<file path="src/rtl/cfgpkt_pkg.sv">
package cfgpkt_pkg;
  localparam int BUS_W  = 8;
  localparam int DW_W   = 32;
  localparam int BEAT_W = 64;
  localparam logic [7:0] TAG_RD = 8'h1D;
  localparam logic [7:0] TAG_WR = 8'h10;

  typedef enum logic [1:0] {
    CS_SENT      = 2'd0,
    CS_NOT_FOUND = 2'd1,
    CS_BAD_REG   = 2'd2
  } cfg_status_e;

  // byte-enable nibble from size code and low offset bits
  function automatic logic [3:0] lane_enables(input logic [1:0] size,
                                              input logic [1:0] lo);
    logic [3:0] base;
    case (size)
      2'd0:    base = 4'b0001 << lo;
      2'd1:    base = 4'b0011 << lo;
      default: base = 4'b1111;
    endcase
    return base;
  endfunction

  // place write data on its byte lanes
  function automatic logic [31:0] lane_align(input logic [31:0] d,
                                             input logic [1:0] size,
                                             input logic [1:0] lo);
    logic [31:0] r;
    case (size)
      2'd0:    r = {24'd0, d[7:0]}  << (8 * lo);
      2'd1:    r = {16'd0, d[15:0]} << (8 * lo);
      default: r = d;
    endcase
    return r;
  endfunction

  // format/type byte: bit6 = write, bit2 = config, bit0 = forwarded
  function automatic logic [7:0] fmt_code(input logic wr, input logic fwd);
    return {1'b0, wr, 3'b000, 1'b1, 1'b0, fwd};
  endfunction
endpackage

</file>
<file path="src/rtl/cfgpkt_filter.sv">
module cfgpkt_filter
  import cfgpkt_pkg::*;
#(
  parameter int OFF_W      = 12,
  parameter int BAR_OFFSET = 'h10
) (
  input  logic [7:0]       root_bus,
  input  logic [7:0]       bus,
  input  logic [7:0]       devfn,
  input  logic [OFF_W-1:0] off_dw,
  input  logic             link_up,
  output logic             is_local,
  output cfg_status_e      verdict
);
  logic below_root;
  logic dev_nonzero;
  logic bar_hit;

  always_comb begin
    is_local    = (bus == root_bus);
    below_root  = (bus == 8'(root_bus + 8'd1));
    dev_nonzero = (devfn[7:3] != 5'd0);
    bar_hit     = is_local && (devfn == 8'd0) && (off_dw == OFF_W'(BAR_OFFSET));
    if (bar_hit)
      verdict = CS_BAD_REG;
    else if (is_local && dev_nonzero)
      verdict = CS_NOT_FOUND;
    else if (below_root && dev_nonzero)
      verdict = CS_NOT_FOUND;
    else if (!is_local && !link_up)
      verdict = CS_NOT_FOUND;
    else
      verdict = CS_SENT;
  end
endmodule

</file>
<file path="src/rtl/cfgpkt_hdr.sv">
module cfgpkt_hdr
  import cfgpkt_pkg::*;
#(
  parameter int OFF_W = 12
) (
  input  logic [7:0]       root_bus,
  input  logic             is_local,
  input  logic             write,
  input  logic [7:0]       bus,
  input  logic [7:0]       devfn,
  input  logic [OFF_W-1:0] offset,
  input  logic [1:0]       size,
  input  logic [31:0]      wdata,
  output logic [31:0]      hw0,
  output logic [31:0]      hw1,
  output logic [31:0]      hw2,
  output logic [31:0]      payload,
  output logic             three_beat
);
  logic [15:0] off16;
  logic [3:0]  be;

  always_comb begin
    off16 = '0;
    off16[OFF_W-1:0] = offset;
    off16[1:0] = 2'b00;
    be      = lane_enables(size, offset[1:0]);
    hw0     = {fmt_code(write, !is_local), 24'd1};
    hw1     = {root_bus, devfn, (write ? TAG_WR : TAG_RD), 4'd0, be};
    hw2     = {bus, devfn, off16};
    payload = write ? lane_align(wdata, size, offset[1:0]) : 32'd0;
    three_beat = write && (offset[2] == 1'b0);
  end
endmodule

</file>
<file path="src/rtl/cfgpkt_seq.sv">
module cfgpkt_seq (
  input  logic        clk,
  input  logic        rst_n,
  input  logic        load,
  input  logic [31:0] hw0,
  input  logic [31:0] hw1,
  input  logic [31:0] hw2,
  input  logic [31:0] payload,
  input  logic        three_beat,
  input  logic        tx_ready,
  output logic        busy,
  output logic        tx_valid,
  output logic [63:0] tx_data,
  output logic        tx_sop,
  output logic        tx_eop,
  output logic        last_handoff
);
  logic [31:0] w0_q, w1_q, w2_q, pl_q;
  logic        three_q;
  logic [1:0]  idx_q;
  logic        busy_q;
  logic        handoff;

  always_comb begin
    tx_valid = busy_q;
    busy     = busy_q;
    tx_sop   = (idx_q == 2'd0);
    tx_eop   = three_q ? (idx_q == 2'd2) : (idx_q == 2'd1);
    case (idx_q)
      2'd0:    tx_data = {w1_q, w0_q};
      2'd1:    tx_data = three_q ? {32'd0, w2_q} : {pl_q, w2_q};
      default: tx_data = {32'd0, pl_q};
    endcase
    handoff      = busy_q && tx_ready;
    last_handoff = handoff && tx_eop;
  end

  always_ff @(posedge clk) begin
    if (!rst_n) begin
      busy_q  <= 1'b0;
      idx_q   <= 2'd0;
      three_q <= 1'b0;
      w0_q    <= '0;
      w1_q    <= '0;
      w2_q    <= '0;
      pl_q    <= '0;
    end else if (load) begin
      busy_q  <= 1'b1;
      idx_q   <= 2'd0;
      three_q <= three_beat;
      w0_q    <= hw0;
      w1_q    <= hw1;
      w2_q    <= hw2;
      pl_q    <= payload;
    end else if (last_handoff) begin
      busy_q <= 1'b0;
      idx_q  <= 2'd0;
    end else if (handoff) begin
      idx_q <= idx_q + 2'd1;
    end
  end
endmodule

</file>
<file path="src/rtl/cfg_req_packer.sv">
module cfg_req_packer
  import cfgpkt_pkg::*;
#(
  parameter int OFF_W         = 12,
  parameter int BAR_OFFSET    = 'h10,
  parameter int BUSNUM_OFFSET = 'h18
) (
  input  logic             clk,
  input  logic             rst_n,
  input  logic             req_valid,
  input  logic             req_write,
  input  logic [7:0]       req_bus,
  input  logic [7:0]       req_devfn,
  input  logic [OFF_W-1:0] req_offset,
  input  logic [1:0]       req_size,
  input  logic [31:0]      req_wdata,
  input  logic             link_up,
  output logic             busy,
  output logic             tx_valid,
  input  logic             tx_ready,
  output logic [63:0]      tx_data,
  output logic             tx_sop,
  output logic             tx_eop,
  output logic             rsp_valid,
  output logic [1:0]       rsp_status,
  output logic [31:0]      rsp_rdata,
  output logic [7:0]       root_bus
);
  logic [OFF_W-1:0] off_dw;
  logic             is_local;
  cfg_status_e      verdict;
  logic [31:0]      hw0, hw1, hw2, payload;
  logic             three_beat;
  logic             accept, take, refuse, beat_done;
  logic             renum_hit;
  logic             renum_pend_q;
  logic [7:0]       renum_val_q;
  logic [7:0]       root_q;

  always_comb begin
    off_dw = req_offset;
    off_dw[1:0] = 2'b00;
    accept    = req_valid && !busy;
    take      = accept && (verdict == CS_SENT);
    refuse    = accept && (verdict != CS_SENT);
    renum_hit = req_write && is_local && (off_dw == OFF_W'(BUSNUM_OFFSET));
    root_bus  = root_q;
  end

  cfgpkt_filter #(.OFF_W(OFF_W), .BAR_OFFSET(BAR_OFFSET)) u_filter (
    .root_bus (root_q),
    .bus      (req_bus),
    .devfn    (req_devfn),
    .off_dw   (off_dw),
    .link_up  (link_up),
    .is_local (is_local),
    .verdict  (verdict)
  );

  cfgpkt_hdr #(.OFF_W(OFF_W)) u_hdr (
    .root_bus   (root_q),
    .is_local   (is_local),
    .write      (req_write),
    .bus        (req_bus),
    .devfn      (req_devfn),
    .offset     (req_offset),
    .size       (req_size),
    .wdata      (req_wdata),
    .hw0        (hw0),
    .hw1        (hw1),
    .hw2        (hw2),
    .payload    (payload),
    .three_beat (three_beat)
  );

  cfgpkt_seq u_seq (
    .clk          (clk),
    .rst_n        (rst_n),
    .load         (take),
    .hw0          (hw0),
    .hw1          (hw1),
    .hw2          (hw2),
    .payload      (payload),
    .three_beat   (three_beat),
    .tx_ready     (tx_ready),
    .busy         (busy),
    .tx_valid     (tx_valid),
    .tx_data      (tx_data),
    .tx_sop       (tx_sop),
    .tx_eop       (tx_eop),
    .last_handoff (beat_done)
  );

  always_ff @(posedge clk) begin
    if (!rst_n) begin
      root_q       <= 8'd0;
      renum_pend_q <= 1'b0;
      renum_val_q  <= 8'd0;
      rsp_valid    <= 1'b0;
      rsp_status   <= CS_SENT;
      rsp_rdata    <= 32'd0;
    end else begin
      if (take) begin
        renum_pend_q <= renum_hit;
        renum_val_q  <= payload[7:0];
      end
      if (beat_done && renum_pend_q)
        root_q <= renum_val_q;
      rsp_valid  <= refuse || beat_done;
      rsp_status <= refuse ? verdict : CS_SENT;
      rsp_rdata  <= (refuse && verdict == CS_NOT_FOUND) ? 32'hFFFF_FFFF : 32'd0;
    end
  end
endmodule

</file>
<file path="config.mk">
export PLATFORM = sky130hd
export DESIGN_NAME = cfg_req_packer
export DESIGN_NICKNAME = d
export VERILOG_FILES = /design/src/rtl/cfgpkt_pkg.sv /design/src/rtl/cfgpkt_filter.sv /design/src/rtl/cfgpkt_hdr.sv /design/src/rtl/cfgpkt_seq.sv /design/src/rtl/cfg_req_packer.sv
export SDC_FILE = /design/constraint.sdc
export NUM_CORES = 1
export LEC_CHECK = 0
export BUFFER_PORTS_ARGS = -buffer_cell sky130_fd_sc_hd__buf_2
export CAP_MARGIN = 0
export CORE_MARGIN = 4
export CORE_UTILIZATION = 50
export DETAILED_ROUTE_END_ITERATION = 8
export GPL_ROUTABILITY_DRIVEN = 1
export PLACE_DENSITY = 0.79
export REMOVE_ABC_BUFFERS = 1
export SLEW_MARGIN = 20
export SYNTH_ARGS = -nofsm -noshare
export SYNTH_HDL_FRONTEND = slang
export SYNTH_SLANG_ARGS = --single-unit
</file>
<file path="constraint.sdc">
create_clock -name clk -period 5.2 [get_ports clk]
set_clock_uncertainty 0.15 [all_clocks]
set_input_delay 1.04 -clock clk [delete_from_list [all_inputs] [get_ports clk]]
set_output_delay 1.04 -clock clk [all_outputs]
set_load 0.02 [all_outputs]
</file>
# Word level (Yosys, flattened, before mapping)
# Cells that the tools add are included.
# word_totals
wordCells	71
in_bits	68
ff_bits	146
out_inout_bits	111
# op_classes
n_mux	14
n_eq_ne	8
reduce_logical	28
add_sub_neg	2
bitwise	2
shift	4
# ops
cell	count
case mux 64 bit (2 select lines)	1
2-to-1 mux 32 bit	2
2-to-1 mux 64 bit	1
case mux 32 bit (2 select lines)	1
<< shifter 16 x 5 -> 32 bit	1
<< shifter 8 x 5 -> 32 bit	1
== test 10 x 3 -> 1 bit (second input constant)	2
== test 8 bit	2
logical AND 1 bit	15
adder 8 x 1 -> 8 bit (second input constant)	1
logical NOT 8 bit	1
case mux 4 bit (2 select lines)	1
== test 2 x 1 -> 1 bit (second input constant)	3
logical NOT 2 bit	3
2-to-1 mux 2 bit	3
nonzero test 5 bit	1
2-to-1 mux 1 bit	4
2-to-1 mux 4 bit	1
nonzero test 2 bit	2
<< shifter 1 x 2 -> 4 bit (first input constant)	1
<< shifter 2 x 2 -> 4 bit (first input constant)	1
logical NOT 1 bit	3
OR reduction 3 bit	1
adder 2 x 1 -> 2 bit (second input constant)	1
other kinds (4)	5

# Longest topological paths before layout
# Gate-level depths: netlist of run 1.
# depth
word_depth	11
mapped_depth	10

# Cells and area by module
# A second synthesis of run 1 with hierarchy kept.
# hier_totals
hier_cells	1031
area_unflattened_um2	8783.4
# by_module_without_submodules
mod	instances	area_each_um2	seq_area_each_um2	cells_each
cfgpkt_seq	1	6093.3	2642.5	661
cfgpkt_hdr	1	1261.2	0.0	200
cfg_req_packer	1	1063.5	420.4	121
cfgpkt_filter	1	365.4	0.0	49

# Worst setup path after synthesis of run 1
# OpenSTA, ideal clock, no wires.
# synth_path
kind	input -> register
from	input req_offset[8]
to	register u_seq.pl_q[21]
path_buffers	3
setup_slack_ns	2.153
required_ns	4.978
arrival_ns	2.825
setup_ns	0.072
stages	9
path_cell_list	or4_1 nor4_1 nand4_1 o2111ai_1 o21a_1 buf_4 buf_8 buf_8 mux2i_1
# synth_via
elab_chain_cells	5
# synth_rtl
item	line	text
start: declaration	cfg_req_packer.sv:14	input logic [OFF_W-1:0] req_offset,
== test 10 x 3 -> 1 bit	cfgpkt_filter.sv:23	bar_hit = is_local && (devfn == 8'd0) && (off_dw == OFF_W'(BAR_OFFSET));
logical AND 1 bit	cfgpkt_filter.sv:23	
2-to-1 mux 2 bit	cfgpkt_filter.sv:24	if (bar_hit)
logical NOT 2 bit	cfg_req_packer.sv:44	take = accept && (verdict == CS_SENT);
logical AND 1 bit	cfg_req_packer.sv:44	
end signal: assignment	cfgpkt_seq.sv:54	pl_q <= payload;
end: declaration	cfgpkt_seq.sv:18	logic [31:0] w0_q, w1_q, w2_q, pl_q;
# No other way between the ends.
# A chain may end at the register's enable or synchronous reset.

# Worst setup path after layout of run 1
# layout_path
from	register u_seq.idx_q[0]
to	output tx_data[24]
# layout_via
elab_chain_cells	2
# layout_rtl
item	line	text
start: declaration	cfgpkt_seq.sv:20	logic [1:0] idx_q;
start signal: assignment	cfgpkt_seq.sv:59	idx_q <= idx_q + 2'd1;
== test 2 x 1 -> 1 bit / logical NOT 2 bit (equally long branches)	cfgpkt_seq.sv:29	case (idx_q)
case mux 64 bit (2 select lines) *	cfgpkt_seq.sv:29	
end: declaration	cfg_req_packer.sv:21	output logic [63:0] tx_data,
# Mark *: on every way between the ends. The rest lies on a longest branch, timed or not.

==> key figures, run 1 <==
Outcome
  • Outcome: completed

Yosys
  • EDFF count, synth: 0
  • Number of distinct standard cells referenced by the synthesized netlist: 40
  • Synth warnings: 0
  • Ys flop type: sky130_fd_sc_hd__dfxtp_1
  • Async set-reset flop share out of synthesis: 0%
  • Sequential fraction of the synthesis area: 32.9%
  • Number of standard cells after synthesis: 716
  • Mean instance size in the synthesized netlist: 7.74 um2
  • Combined area of all synthesized cells: 5550 um2
  • Post-synthesis register bit count: 91

Worst setup path
  • Flop-to-flop setup slack: 1.89 ns
  • Worst endpoint data arrival time: 2.61 ns
  • Worst reg2reg startpoint: u_seq.idx_q[1]$_SDFFE_PP0P_
  • CP required: 4.01 ns
  • Critical-path maximum fanout: 25
  • Worst reg2reg endpoint: root_bus[0]$_SDFFE_PN0P_
  • Critical path launch point type: register
  • Critical path type: reg -> out
  • Worst Reg-to-Reg Cells: 9
  • Endpoint kind of the worst setup timing path: primary output

Route
  • Detailed-route vias per instance: 5.43
  • Number of remaining DRC errors: 0
  • Mean routed wirelength per cell: 15.8 um
  • Via total after detailed routing: 5235
  • Total routed wirelength: 15200 um
  • Antenna Nets Post-Route: 0
  • Detailed-router iteration count before antenna repair: 5
  • First DRT Iteration DRCs: 313

Finish
  • Layout area overhead: 14.2%
  • Non-filler instance count after layout: 964
  • Number of fill cells in the layout: 1066
  • Layout cells sized above 1: 24.8%
  • Most common library cell in the layout ignoring fill and taps: sky130_fd_sc_hd__nand2_1
  • Area of combinational cells with multiple inputs: 3170 um2
  • Net count reported at finish: 892
  • Diodes inserted: 0
  • Top library cells by usage in the layout, fill and taps aside: sky130_fd_sc_hd__nand2_1, sky130_fd_sc_hd__buf_2, sky130_fd_sc_hd__dfxtp_1, sky130_fd_sc_hd__mux2i_1, sky130_fd_sc_hd__o21ai_0
  • Area of all sequential standard cells: 1820 um2

STA
  • Peak Freq: 0.263 GHz
  • Setup repair after global routing missed its margin: false
  • Worst hold margin: 0.312 ns
  • Post-route clock period utilization: 73.0%
  • TNS Setup: 0 ns
  • Final setup violation count: 0
  • Slew HR: 43.1%
  • Hold Fails Final Rpt: 0
  • Final Critical Period: 3.80 ns
  • Final max-slew violation count: 0
  • Transition time at the pin with the least slew margin: 0.853 ns

Clocking
  • Sinks on the clock net: 91
  • H-tree Lvls: 3
  • Maximum count of clock buffers along a single path: 2
  • Post-CTS Hold Fix Bufs: 0
  • Number of gates given a new drive strength after cts: 0
  • Setup Buffers After CTS: 0
  • Clock slew seen by the registers of the worst setup and hold paths: 0.09 ns
  • Clock latency on the worst-skew pair: 0.36 ns
  • Number of buffers inserted during clock tree synthesis: 9
  • Root Buffer: sky130_fd_sc_hd__clkbuf_8
  • TritonCTS clock tree: built

Floorplanning
  • Standard-cell rows: 38
  • Number of I/O pins: 179
  • Chip Height: 113 um
  • Die W: 113 um
  • Core ar.: 10800 um2
  • Initial standard-cell utilization of the core: 51.2%
  • Die footprint: 12800 um2

Placement
  • Number of port buffers: 178
  • Half-perimeter wire length after detailed placement: 11200 um
  • RD Place Congestion: 0.891
  • DP Cell Count: 949

Min path
  • Hold endpoint: u_seq.w2_q[3]$_SDFFE_PN0P_
  • Classification of the worst-slack hold path: reg -> reg
  • Hold path cells: 2
  • Start point of the worst hold path: u_seq.w2_q[3]$_SDFFE_PN0P_

GRT
  • Met3 Use GR: 3.69%
  • Maximum number of pins on one net before global-route repair: 70
  • Antenna violations before repair: 0
  • Global Route Usage Sum: 23.1%
  • GR Util met1: 31.6%
  • GR Overflow Total: 0
  • First-pass GRT wire length: 24000 um
  • Met2 routing resource usage after global routing: 36.7%
  • Most used routing layer: met2
  • Number of global-route vias before repair: 4706

Pwr
  • Max rail drop VDD: 0.111 mV
  • Leakage dissipation: 3.14 nW
  • Power density over the cells: 233 nW/um2
  • Overall power after layout: 1.48 mW

Job
  • Maximum capacitance violations: 0
-- synth_stat cells, types with 2 or more instances --
master	count	share of area, %
sky130_fd_sc_hd__o21ai_0	45	4.1
sky130_fd_sc_hd__nand4_1	4	0.45
sky130_fd_sc_hd__clkbuf_1	41	2.8
sky130_fd_sc_hd__a31oi_1	2	0.23
sky130_fd_sc_hd__mux2i_1	75	14
sky130_fd_sc_hd__nor4_1	3	0.34
sky130_fd_sc_hd__xor2_1	7	1.1
sky130_fd_sc_hd__buf_8	2	0.54
sky130_fd_sc_hd__ha_1	4	0.90
sky130_fd_sc_hd__xnor2_1	4	0.63
sky130_fd_sc_hd__dfxtp_1	91	33
sky130_fd_sc_hd__inv_1	5	0.34
sky130_fd_sc_hd__nand2b_1	37	4.2
sky130_fd_sc_hd__a21o_1	9	1.2
sky130_fd_sc_hd__nor2b_1	5	0.56
sky130_fd_sc_hd__a21boi_0	9	1.2
sky130_fd_sc_hd__a22oi_1	11	1.5
sky130_fd_sc_hd__nor3_1	4	0.36
sky130_fd_sc_hd__and4_1	2	0.32
sky130_fd_sc_hd__nor2_1	12	0.81
sky130_fd_sc_hd__and2_1	16	1.8
sky130_fd_sc_hd__a22o_1	34	5.4
sky130_fd_sc_hd__nand2_1	213	14
sky130_fd_sc_hd__buf_4	48	6.5
sky130_fd_sc_hd__o21a_1	2	0.27
sky130_fd_sc_hd__a21oi_1	4	0.36
sky130_fd_sc_hd__or4_1	2	0.27
sky130_fd_sc_hd__o211ai_1	2	0.27
sky130_fd_sc_hd__and3_1	3	0.34
sky130_fd_sc_hd__nand3_1	10	0.90
-- through the flow --
stage | worst slack [ns] | cell area, um2 | utilization, %
finish | 1.40 | 6330 | 58.4
global route | 1.19 | 6330 | 58.4
CTS | 1.38 | 6330 | 58.4
detailed placement | 1.38 | 6140 | 56.6
global placement | 1.43 | 6140 | 56.6
floorplan | -0.378 | 5000 | -
-- power by group --
group / internal (mW) / switching [mW] / total (mW)
Sequential: 0.720 / 0.0182 / 0.738
Combinational: 0.101 / 0.162 / 0.263
Clock: 0.231 / 0.246 / 0.477
Total: 1.05 / 0.426 / 1.48
-- worst max path at each step --
stage,start,endpoint,cells after the start
final,u_seq.idx_q[0]$_SDFFE_PP0P_,tx_data[24],7
after global routing,u_seq.idx_q[1]$_SDFFE_PP0P_,tx_eop,7
after CTS,u_seq.idx_q[0]$_SDFFE_PP0P_,tx_data[24],7
after detailed placement,req_offset[8],u_seq.w1_q[25]$_SDFFE_PN0P_,8
after global placement,req_offset[8],u_seq.w2_q[25]$_SDFFE_PN0P_,8
after floorplan,rsp_rdata[30]$_SDFF_PN0_,rsp_rdata[0],0
-- critical path: stages (launching register included) --
cell	delay (ns)
sky130_fd_sc_hd__dfxtp_1	0.37
sky130_fd_sc_hd__inv_1	0.07
sky130_fd_sc_hd__ha_1	0.45
sky130_fd_sc_hd__buf_4	0.33
sky130_fd_sc_hd__nor2_1	0.54
sky130_fd_sc_hd__nand2_1	0.20
sky130_fd_sc_hd__nand2_1	0.10
sky130_fd_sc_hd__buf_2	0.17
-- per-layer routing --
metal / up-vias / wire length, um
met2: 216 / 6920
met3: 24 / 1210
met5: - / 0
met1: 2416 / 6830
li1: 2579 / -
met4: 0 / 287
-- registers in the layout, summed over array words and instances, names as in the netlist, 2 cells and up --
name	count
u_seq.w2_q	26
u_seq.idx_q	2
renum_val_q	7
u_seq.pl_q	25
u_seq.w0_q	3
rsp_status	2
root_bus	8
u_seq.w1_q	13
-- cells by family (layout without fill, tap and decap cells) --
kind of cell | count (synthesis) | in the layout | synth area share [%]
AOI/OAI and AO/OA | 124 | 124 | 15.5
DFF | 91 | 91 | 32.9
adders and majority gates | 4 | 4 | 0.903
buffers and inverters | 97 | 205 | 10.2
xor gates and xnor gates | 11 | 11 | 1.74
muxes | 75 | 75 | 13.5
and+or+nand+nor | 314 | 314 | 25.2
-- cell type report --
| type | count | share of cell area (%) |
|---|---|---|
| clock buffers | 10 | 2.17 |
| clock inverters | 5 | 0.850 |
| inverters | 5 | 0.296 |
| multi-input cells | 528 | 50.0 |
| flip-flops and latches | 91 | 28.8 |
| well taps | 140 | 2.77 |
| repair buffers | 185 | 15.1 |
(Power assumes the default switching activity.)
==> run 2, diff against run 1 <==
- clock period: 5.2 -> 3.9 ns (I/O delays scaled with it)
==> run 2 against run 1 <==
Against the previous run: power increased by 39%; critical path depth unchanged; setup slack got worse by 0.65 ns; flip-flop and latch count unchanged; sequential power increased by 33%; global-route usage increased by 0.25 points; sequential share of layout area decreased by 0.39 points; clock-buffer cell count increased by 2; core utilization increased by 0.81 points; final area increased by 1.4%; highest routed layer unchanged.
==> key figures, run 2 (synthesis results as in run 1) <==
STA
  • Slew HR: 50.6% (+7.5 points)
  • Final Critical Period: 3.15 ns
  • Final setup violation count: 0 (unchanged)
  • Hold Fails Final Rpt: 0 (unchanged)
  • Final max-slew violation count: 0 (unchanged)
  • Transition time at the pin with the least slew margin: 0.738 ns (-0.115 ns)
  • TNS Setup: 0 ns (unchanged)
  • Post-route clock period utilization: 80.8%
  • Peak Freq: 0.317 GHz
  • Setup repair after global routing missed its margin: false

Clocking
  • Root Buffer: sky130_fd_sc_hd__clkbuf_8
  • Setup Buffers After CTS: 0 (unchanged)
  • TritonCTS clock tree: built
  • Number of gates given a new drive strength after cts: 0 (unchanged)
  • Clock slew seen by the registers of the worst setup and hold paths: 0.09 ns (about the same)
  • Number of buffers inserted during clock tree synthesis: 9 (unchanged)
  • Post-CTS Hold Fix Bufs: 0 (unchanged)
  • Clock latency on the worst-skew pair: 0.37 ns (about the same)
  • H-tree Lvls: 3 (unchanged)
  • Sinks on the clock net: 91 (unchanged)
  • Maximum count of clock buffers along a single path: 2 (unchanged)

Finish
  • Diodes inserted: 0 (unchanged)
  • Number of fill cells in the layout: 1000 (-6.2%)
  • Top library cells by usage in the layout, fill and taps aside: sky130_fd_sc_hd__nand2_1, sky130_fd_sc_hd__buf_2, sky130_fd_sc_hd__dfxtp_1, sky130_fd_sc_hd__mux2i_1, sky130_fd_sc_hd__o21ai_0
  • Finished layout cell area: 6420 um2 (+1.4%)
  • Number of flip-flops under the largest register name: 26 (unchanged)
  • Most common library cell in the layout ignoring fill and taps: sky130_fd_sc_hd__nand2_1
  • Layout area overhead: 15.8%
  • Net count reported at finish: 895 (+0.34%)
  • Largest registers in the final layout: u_seq.w2_q (26), u_seq.pl_q (25), u_seq.w1_q (13)
  • Register with the most flip-flops: u_seq.w2_q
  • Utilization after layout: 59.2% (+0.81 points)
  • Layout cells sized above 1: 24.9% (+0.12 points)

Route
  • Detailed-router iteration count before antenna repair: 5 (unchanged)
  • Number of remaining DRC errors: 0 (unchanged)
  • Via total after detailed routing: 5285 (+0.96%)
  • Mean routed wirelength per cell: 15.8 um (+0.13%)
  • Total routed wirelength: 15300 um (+0.54%)
  • First DRT Iteration DRCs: 318 (+1.6%)
  • Detailed-route vias per instance: 5.46 (+0.54%)
  • Antenna Nets Post-Route: 0 (unchanged)

Worst setup path
  • Flop-to-flop setup slack: 0.79 ns (-1.10 ns)
  • Worst endpoint data arrival time: 2.22 ns (-0.39 ns)
  • Endpoint kind of the worst setup timing path: primary output
  • Worst reg2reg endpoint: u_seq.w1_q[29]$_SDFFE_PN0P_
  • Critical path type: reg -> out
  • Critical path launch point type: register
  • Worst reg2reg startpoint: root_bus[2]$_SDFFE_PN0P_
  • CP required: 2.97 ns (-1.04 ns)
  • First element of the critical path: u_seq.idx_q[1]$_SDFFE_PP0P_
  • Worst Reg-to-Reg Cells: 7 (-2)
  • Critical-path maximum fanout: 22 (-12%)
  • Critical path destination: tx_data[24]

Floorplanning
  • Standard-cell rows: 38 (unchanged)
  • Number of I/O pins: 179 (unchanged)
  • Initial standard-cell utilization of the core: 51.2% (unchanged)
  • Chip Height: 113 um (unchanged)
  • Core ar.: 10800 um2 (unchanged)
  • Die footprint: 12800 um2 (unchanged)
  • Die W: 113 um (unchanged)

GRT
  • First-pass GRT wire length: 24200 um (+0.86%)
  • Number of global-route vias before repair: 4825 (+2.5%)
  • Global Route Usage Sum: 23.3% (+0.25 points)
  • GR Overflow Total: 0 (unchanged)
  • Antenna violations before repair: 0 (unchanged)
  • Maximum number of pins on one net before global-route repair: 82 (+17%)

Pwr
  • Max rail drop VDD: 0.196 mV (+77%)
  • Power density over the cells: 320 nW/um2 (+37%)
  • Comb power frac: 17.4% (-0.4 points)
  • Sequential cell fraction of total power: 47.9% (-2.0 points)
  • Clock network fraction of total power: 34.7% (+2.4 points)
  • Reported net switching power: 577 uW (+35%)
  • Leakage dissipation: 3.17 nW (+1.1%)
  • Net Sw Frac: 28.1% (-0.77 points)
  • Internal Dissipation: 1.48 mW (+41%)

Outcome
  • Outcome: completed

Placement
  • Number of port buffers: 178 (unchanged)
  • RD Place Congestion: 0.918 (+3.0%)
  • Half-perimeter wire length after detailed placement: 11400 um (+1.5%)
  • DP Area: 6200 um2 (+0.98%)

Min path
  • Classification of the worst-slack hold path: reg -> reg

Job
  • Maximum capacitance violations: 0 (unchanged)
run 2: cell types whose count changed in the layout (fill, tap and decap cells not counted), sizes merged:
cell,previous run,this run
clkbuf,10,12
clkinv,4,2
buf,185,188
bufinv,1,2
run 2: critical path: stages (launching register included):
cell                      delay [ns]
sky130_fd_sc_hd__dfxtp_1        0.36
sky130_fd_sc_hd__inv_1          0.07
sky130_fd_sc_hd__ha_1           0.22
sky130_fd_sc_hd__buf_4          0.22
sky130_fd_sc_hd__nor2_1         0.54
sky130_fd_sc_hd__nand2_1        0.18
sky130_fd_sc_hd__nand2_1        0.10
sky130_fd_sc_hd__buf_2          0.16
run 2: how the worst min path moves through the flow:
stage	from	end	slack [ns]	cells past startpoint
after detailed placement	u_seq.w2_q[28]$_SDFFE_PN0P_	u_seq.w2_q[28]$_SDFFE_PN0P_	0.30	2
after floorplan	u_seq.w2_q[24]$_SDFFE_PN0P_	u_seq.w2_q[24]$_SDFFE_PN0P_	0.29	2
final	u_seq.w2_q[28]$_SDFFE_PN0P_	u_seq.w2_q[28]$_SDFFE_PN0P_	0.31	2
after global routing	u_seq.w2_q[30]$_SDFFE_PN0P_	u_seq.w2_q[30]$_SDFFE_PN0P_	0.34	2
after CTS	u_seq.w2_q[28]$_SDFFE_PN0P_	u_seq.w2_q[28]$_SDFFE_PN0P_	0.32	2
after global placement	u_seq.w1_q[24]$_SDFFE_PN0P_	u_seq.w1_q[24]$_SDFFE_PN0P_	0.29	2
run 2: per-layer routing:
metal | part of all wire, % | vias up | track usage [%] | wire [um]
met5 | 0 | - | 0 | 0
met4 | 2.2 | 0 | 7.69 | 331
met3 | 7.6 | 34 | 4.17 | 1170
met2 | 45 | 239 | 37.0 | 6890
met1 | 45 | 2423 | 32.1 | 6940
li1 | - | 2589 | - | -
run 2: final cells by class:
| type | instances | area (um2) | share of cell area, % |
|---|---|---|---|
| timing repair buffer | 188 | 1020 | 15.9 |
| multi-input combinational | 528 | 3170 | 49.3 |
| tap | 140 | 175 | 2.73 |
| clock buffer | 12 | 145 | 2.26 |
| sequential | 91 | 1820 | 28.4 |
| clock inverter | 4 | 73.8 | 1.15 |
| inverter | 5 | 18.8 | 0.292 |
run 2: power by group through the flow:
stage | combinational [mW] | sequential, mW | clock (mW)
floorplan | 0.189 | 1.02 | 0
global placement | 0.354 | 1.01 | 0
detailed placement | 0.356 | 1.01 | 0
CTS | 0.357 | 0.984 | 0.718
global route | 0.389 | 0.989 | 0.761
finish | 0.358 | 0.985 | 0.715
run 2: stage by stage:
step | total power [mW] | instances | hold WS (ns) | setup slack [ns]
finish | 2.06 | 968 | 0.313 | 0.747
global route | 2.14 | 968 | 0.339 | 0.608
CTS | 2.06 | 968 | 0.315 | 0.741
detailed placement | 1.36 | 952 | 0.302 | 0.531
global placement | 1.36 | 952 | 0.294 | 0.628
floorplan | 1.21 | 624 | 0.288 | -1.42
==> run 3, diff against run 2 <==
- ABC_AREA: unset -> 1
- clock period: 3.9 -> 3.3 ns (I/O delays scaled with it)
==> run 3 against run 2 <==
Against the previous run: register-to-register slack lost 0.07 ns; sequential share of layout area is 0.52 points higher; combinational power up 46%; critical path type unchanged; clock power rose by 28%; critical path depth decreased by 1; core utilization increased by 1.3 points; wire length is 8.1% higher; largest power group unchanged; via count is 11% higher; flip-flop and latch count did not move; final cell count increased by 12%; critical endpoint is now tx_data[2]; largest cell class unchanged; hold slack better by 0.0093 ns.
==> key figures, run 3 <==
Finish
  • Layout area overhead: 16.9%
  • Utilization after layout: 60.5% (+1.3 points)
  • Layout cells sized above 1: 24.4% (-0.51 points)
  • Number of fill cells in the layout: 1029 (+2.9%)
  • Number of flip-flops under the largest register name: 26 (unchanged)
  • Top library cells by usage in the layout, fill and taps aside: sky130_fd_sc_hd__buf_2, sky130_fd_sc_hd__nand2_1, sky130_fd_sc_hd__o21ai_0, sky130_fd_sc_hd__dfxtp_1, sky130_fd_sc_hd__a21oi_1
  • Diodes inserted: 0 (unchanged)
  • Largest registers in the final layout: u_seq.w2_q (26), u_seq.pl_q (25), u_seq.w1_q (13)
  • Area of all sequential standard cells: 1820 um2 (unchanged)
  • Area of combinational cells with multiple inputs: 2720 um2 (-14%)
  • Net count reported at finish: 1020 (+14%)
  • Most common library cell in the layout ignoring fill and taps: sky130_fd_sc_hd__buf_2
  • Register with the most flip-flops: u_seq.w2_q

Floorplanning
  • Chip Height: 112 um (-1.3%)
  • Standard-cell rows: 37 (-2.6%)
  • Die W: 112 um (-1.3%)
  • Initial standard-cell utilization of the core: 51.8% (+0.63 points)
  • Die footprint: 12500 um2 (-2.5%)
  • Number of I/O pins: 179 (unchanged)
  • Core ar.: 10400 um2 (-3.9%)

Yosys
  • Post-synthesis register bit count: 91 (unchanged)
  • Sequential fraction of the synthesis area: 33.8% (+0.92 points)
  • Share of the synthesized area in the top cell type: 33.8% (+0.92 points)
  • EDFF count, synth: 0 (unchanged)
  • Cell types with the highest counts after synthesis: sky130_fd_sc_hd__nand2_1, sky130_fd_sc_hd__o21ai_0, sky130_fd_sc_hd__dfxtp_1
  • Synth warnings: 0 (unchanged)
  • Ys flop type: sky130_fd_sc_hd__dfxtp_1
  • Leading cell type by number of instances after synthesis: sky130_fd_sc_hd__nand2_1
  • Dominant cell type by area after synthesis: sky130_fd_sc_hd__dfxtp_1
  • Mean instance size in the synthesized netlist: 6.47 um2 (-16%)
  • Combined area of all synthesized cells: 5390 um2 (-2.7%)
  • Number of standard cells after synthesis: 834 (+16%)
  • Async set-reset flop share out of synthesis: 0% (unchanged)
  • Number of distinct standard cells referenced by the synthesized netlist: 35 (-13%)
  • Top cells by area in the synthesized netlist: sky130_fd_sc_hd__dfxtp_1, sky130_fd_sc_hd__nand2_1, sky130_fd_sc_hd__o21ai_0, sky130_fd_sc_hd__a21oi_1, sky130_fd_sc_hd__buf_4

Route
  • Mean routed wirelength per cell: 15.2 um (-3.8%)
  • Total routed wirelength: 16600 um (+8.1%)
  • Detailed-route vias per instance: 5.39 (-1.3%)
  • First DRT Iteration DRCs: 559 (+76%)
  • Number of remaining DRC errors: 0 (unchanged)
  • Via total after detailed routing: 5863 (+11%)
  • Detailed-router iteration count before antenna repair: 5 (unchanged)
  • Antenna Nets Post-Route: 0 (unchanged)

Worst setup path
  • Worst endpoint data arrival time: 2.29 ns (+0.07 ns)
  • First element of the critical path: u_seq.idx_q[0]$_SDFFE_PP0P_
  • Critical-path maximum fanout: 19 (-14%)
  • Critical path type: reg -> out
  • Flop-to-flop setup slack: 0.72 ns (-0.07 ns)
  • Critical path launch point type: register
  • Endpoint kind of the worst setup timing path: primary output
  • CP required: 2.49 ns (-0.48 ns)
  • Worst reg2reg startpoint: u_seq.idx_q[1]$_SDFFE_PP0P_

Pwr
  • Sequential cell fraction of total power: 45.1% (-2.8 points)
  • Max rail drop VDD: 0.206 mV (+5.3%)
  • Net Sw Frac: 30.1% (+2.1 points)
  • Power density over the cells: 414 nW/um2 (+29%)
  • Comb power frac: 20.0% (+2.6 points)
  • Overall power after layout: 2.61 mW (+27%)
  • Leakage dissipation: 2.89 nW (-8.8%)
  • Clock network fraction of total power: 34.9% (+0.2 points)
  • Reported net switching power: 788 uW (+37%)
  • Internal Dissipation: 1.83 mW (+23%)

Placement
  • RD Place Congestion: 0.919 (+0.11%)
  • Pre-CTS setup slack: 0.569 ns (+0.0384 ns)
  • Number of port buffers: 178 (unchanged)
  • Half-perimeter wire length after detailed placement: 12000 um (+5.3%)

Job
  • Maximum capacitance violations: 0 (unchanged)

GRT
  • Global Route Usage Sum: 26.3% (+3.0 points)
  • Antenna violations before repair: 0 (unchanged)
  • First-pass GRT wire length: 27300 um (+13%)
  • Number of global-route vias before repair: 5524 (+14%)
  • GR Overflow Total: 0 (unchanged)
  • Maximum number of pins on one net before global-route repair: 69 (-16%)

Clocking
  • TritonCTS clock tree: built
  • Number of gates given a new drive strength after cts: 0 (unchanged)
  • Root Buffer: sky130_fd_sc_hd__clkbuf_8
  • Clock slew seen by the registers of the worst setup and hold paths: 0.10 ns (about the same)
  • Number of buffers inserted during clock tree synthesis: 9 (unchanged)
  • Setup Buffers After CTS: 0 (unchanged)
  • Clock latency on the worst-skew pair: 0.36 ns (about the same)
  • Sinks on the clock net: 91 (unchanged)
  • H-tree Lvls: 3 (unchanged)
  • Maximum count of clock buffers along a single path: 2 (unchanged)
  • Post-CTS Hold Fix Bufs: 0 (unchanged)

Min path
  • Start point of the worst hold path: u_seq.pl_q[10]$_SDFFE_PN0P_
  • Classification of the worst-slack hold path: reg -> reg

STA
  • Final max-slew violation count: 0 (unchanged)
  • Post-route clock period utilization: 94.0%
  • Final Critical Period: 3.10 ns
  • Final setup violation count: 0 (unchanged)
  • Setup repair after global routing missed its margin: false
  • Peak Freq: 0.323 GHz
  • Slew HR: 40.4% (-10 points)
  • Smallest setup slack after layout: 0.200 ns (-0.548 ns)
  • Transition time at the pin with the least slew margin: 0.893 ns (+0.155 ns)
  • Hold Fails Final Rpt: 0 (unchanged)

Outcome
  • Outcome: completed
==> run 3: cell types whose count changed after synthesis, moves of 24 or more <==
cell,delta
sky130_fd_sc_hd__o22ai_1,+24
sky130_fd_sc_hd__inv_1,+76
sky130_fd_sc_hd__o21ai_0,+56
sky130_fd_sc_hd__a22o_1,-34
sky130_fd_sc_hd__nand2b_1,-37
sky130_fd_sc_hd__a21oi_1,+80
sky130_fd_sc_hd__nand3_1,+35
sky130_fd_sc_hd__mux2i_1,-75
sky130_fd_sc_hd__nand2_1,-49
sky130_fd_sc_hd__nor2_1,+70
==> run 3: cell families (layout without fill, tap and decap cells) <==
kind of cell,after synthesis,count (layout),share of synthesized area [%]
buffers and inverters,177,295,16.0
xor gates and xnor gates,6,6,0.974
and+or+nand+nor,331,331,26.1
AOI/OAI and AO/OA,225,225,22.2
DFF,91,91,33.8
adders and majority gates,4,4,0.928
==> run 3: worst paths after layout <==
kind                                                    end  cells after the start
worst max-delay path                             tx_data[2]                      6
worst min-delay path            u_seq.pl_q[10]$_SDFFE_PN0P_                      2
worst max register to register     root_bus[5]$_SDFFE_PN0P_                      9
worst min register to register  u_seq.pl_q[10]$_SDFFE_PN0P_                      2
==> run 3: cell type report <==
| cell class | instances | share of cell area (%) |
|---|---|---|
| clock buffers | 9 | 1.96 |
| multi-input cells | 566 | 43.1 |
| repair buffers | 194 | 16.4 |
| inverters | 86 | 5.12 |
| clock inverters | 6 | 1.79 |
| well taps | 136 | 2.70 |
| flip-flops and latches | 91 | 28.9 |
==> run 3: metal layers <==
| layer | vias to the layer above | track usage [%] | part of all wire (%) |
|---|---|---|---|
| met4 | 0 | 8.92 | 2.1 |
| met2 | 259 | 42.1 | 46 |
| met5 | - | 0 | 0 |
| met1 | 2665 | 36.2 | 43 |
| met3 | 26 | 3.75 | 8.1 |
| li1 | 2913 | - | - |
==> run 3: power by group through the flow <==
stage | clock network, mW | registers (mW) | logic (mW)
4_1_cts | 0.916 | 1.18 | 0.519
2_1_floorplan | 0 | 1.22 | 0.278
3_5_place_dp | 0 | 1.20 | 0.518
5_1_grt | 0.958 | 1.19 | 0.578
3_3_place_gp | 0 | 1.20 | 0.513
6_report | 0.912 | 1.18 | 0.522
==> run 3: worst max-delay path: stages (launching register included) <==
cell                      delay (ns)
sky130_fd_sc_hd__dfxtp_1        0.38
sky130_fd_sc_hd__inv_1          0.08
sky130_fd_sc_hd__ha_1           0.21
sky130_fd_sc_hd__nor2_1         0.23
sky130_fd_sc_hd__inv_1          0.34
sky130_fd_sc_hd__o21ai_0        0.44
sky130_fd_sc_hd__buf_2          0.24
==> run 3: stage by stage <==
step,hold WS [ns],std cells,setup TNS [ns],instance area (um2)
after floorplan,0.280,743,-179.67,4850
after global placement,0.289,1073,0,6070
after detailed placement,0.307,1073,0,6070
after CTS,0.322,1088,0,6300
after global routing,0.344,1088,0,6300
final,0.322,1088,0,6300
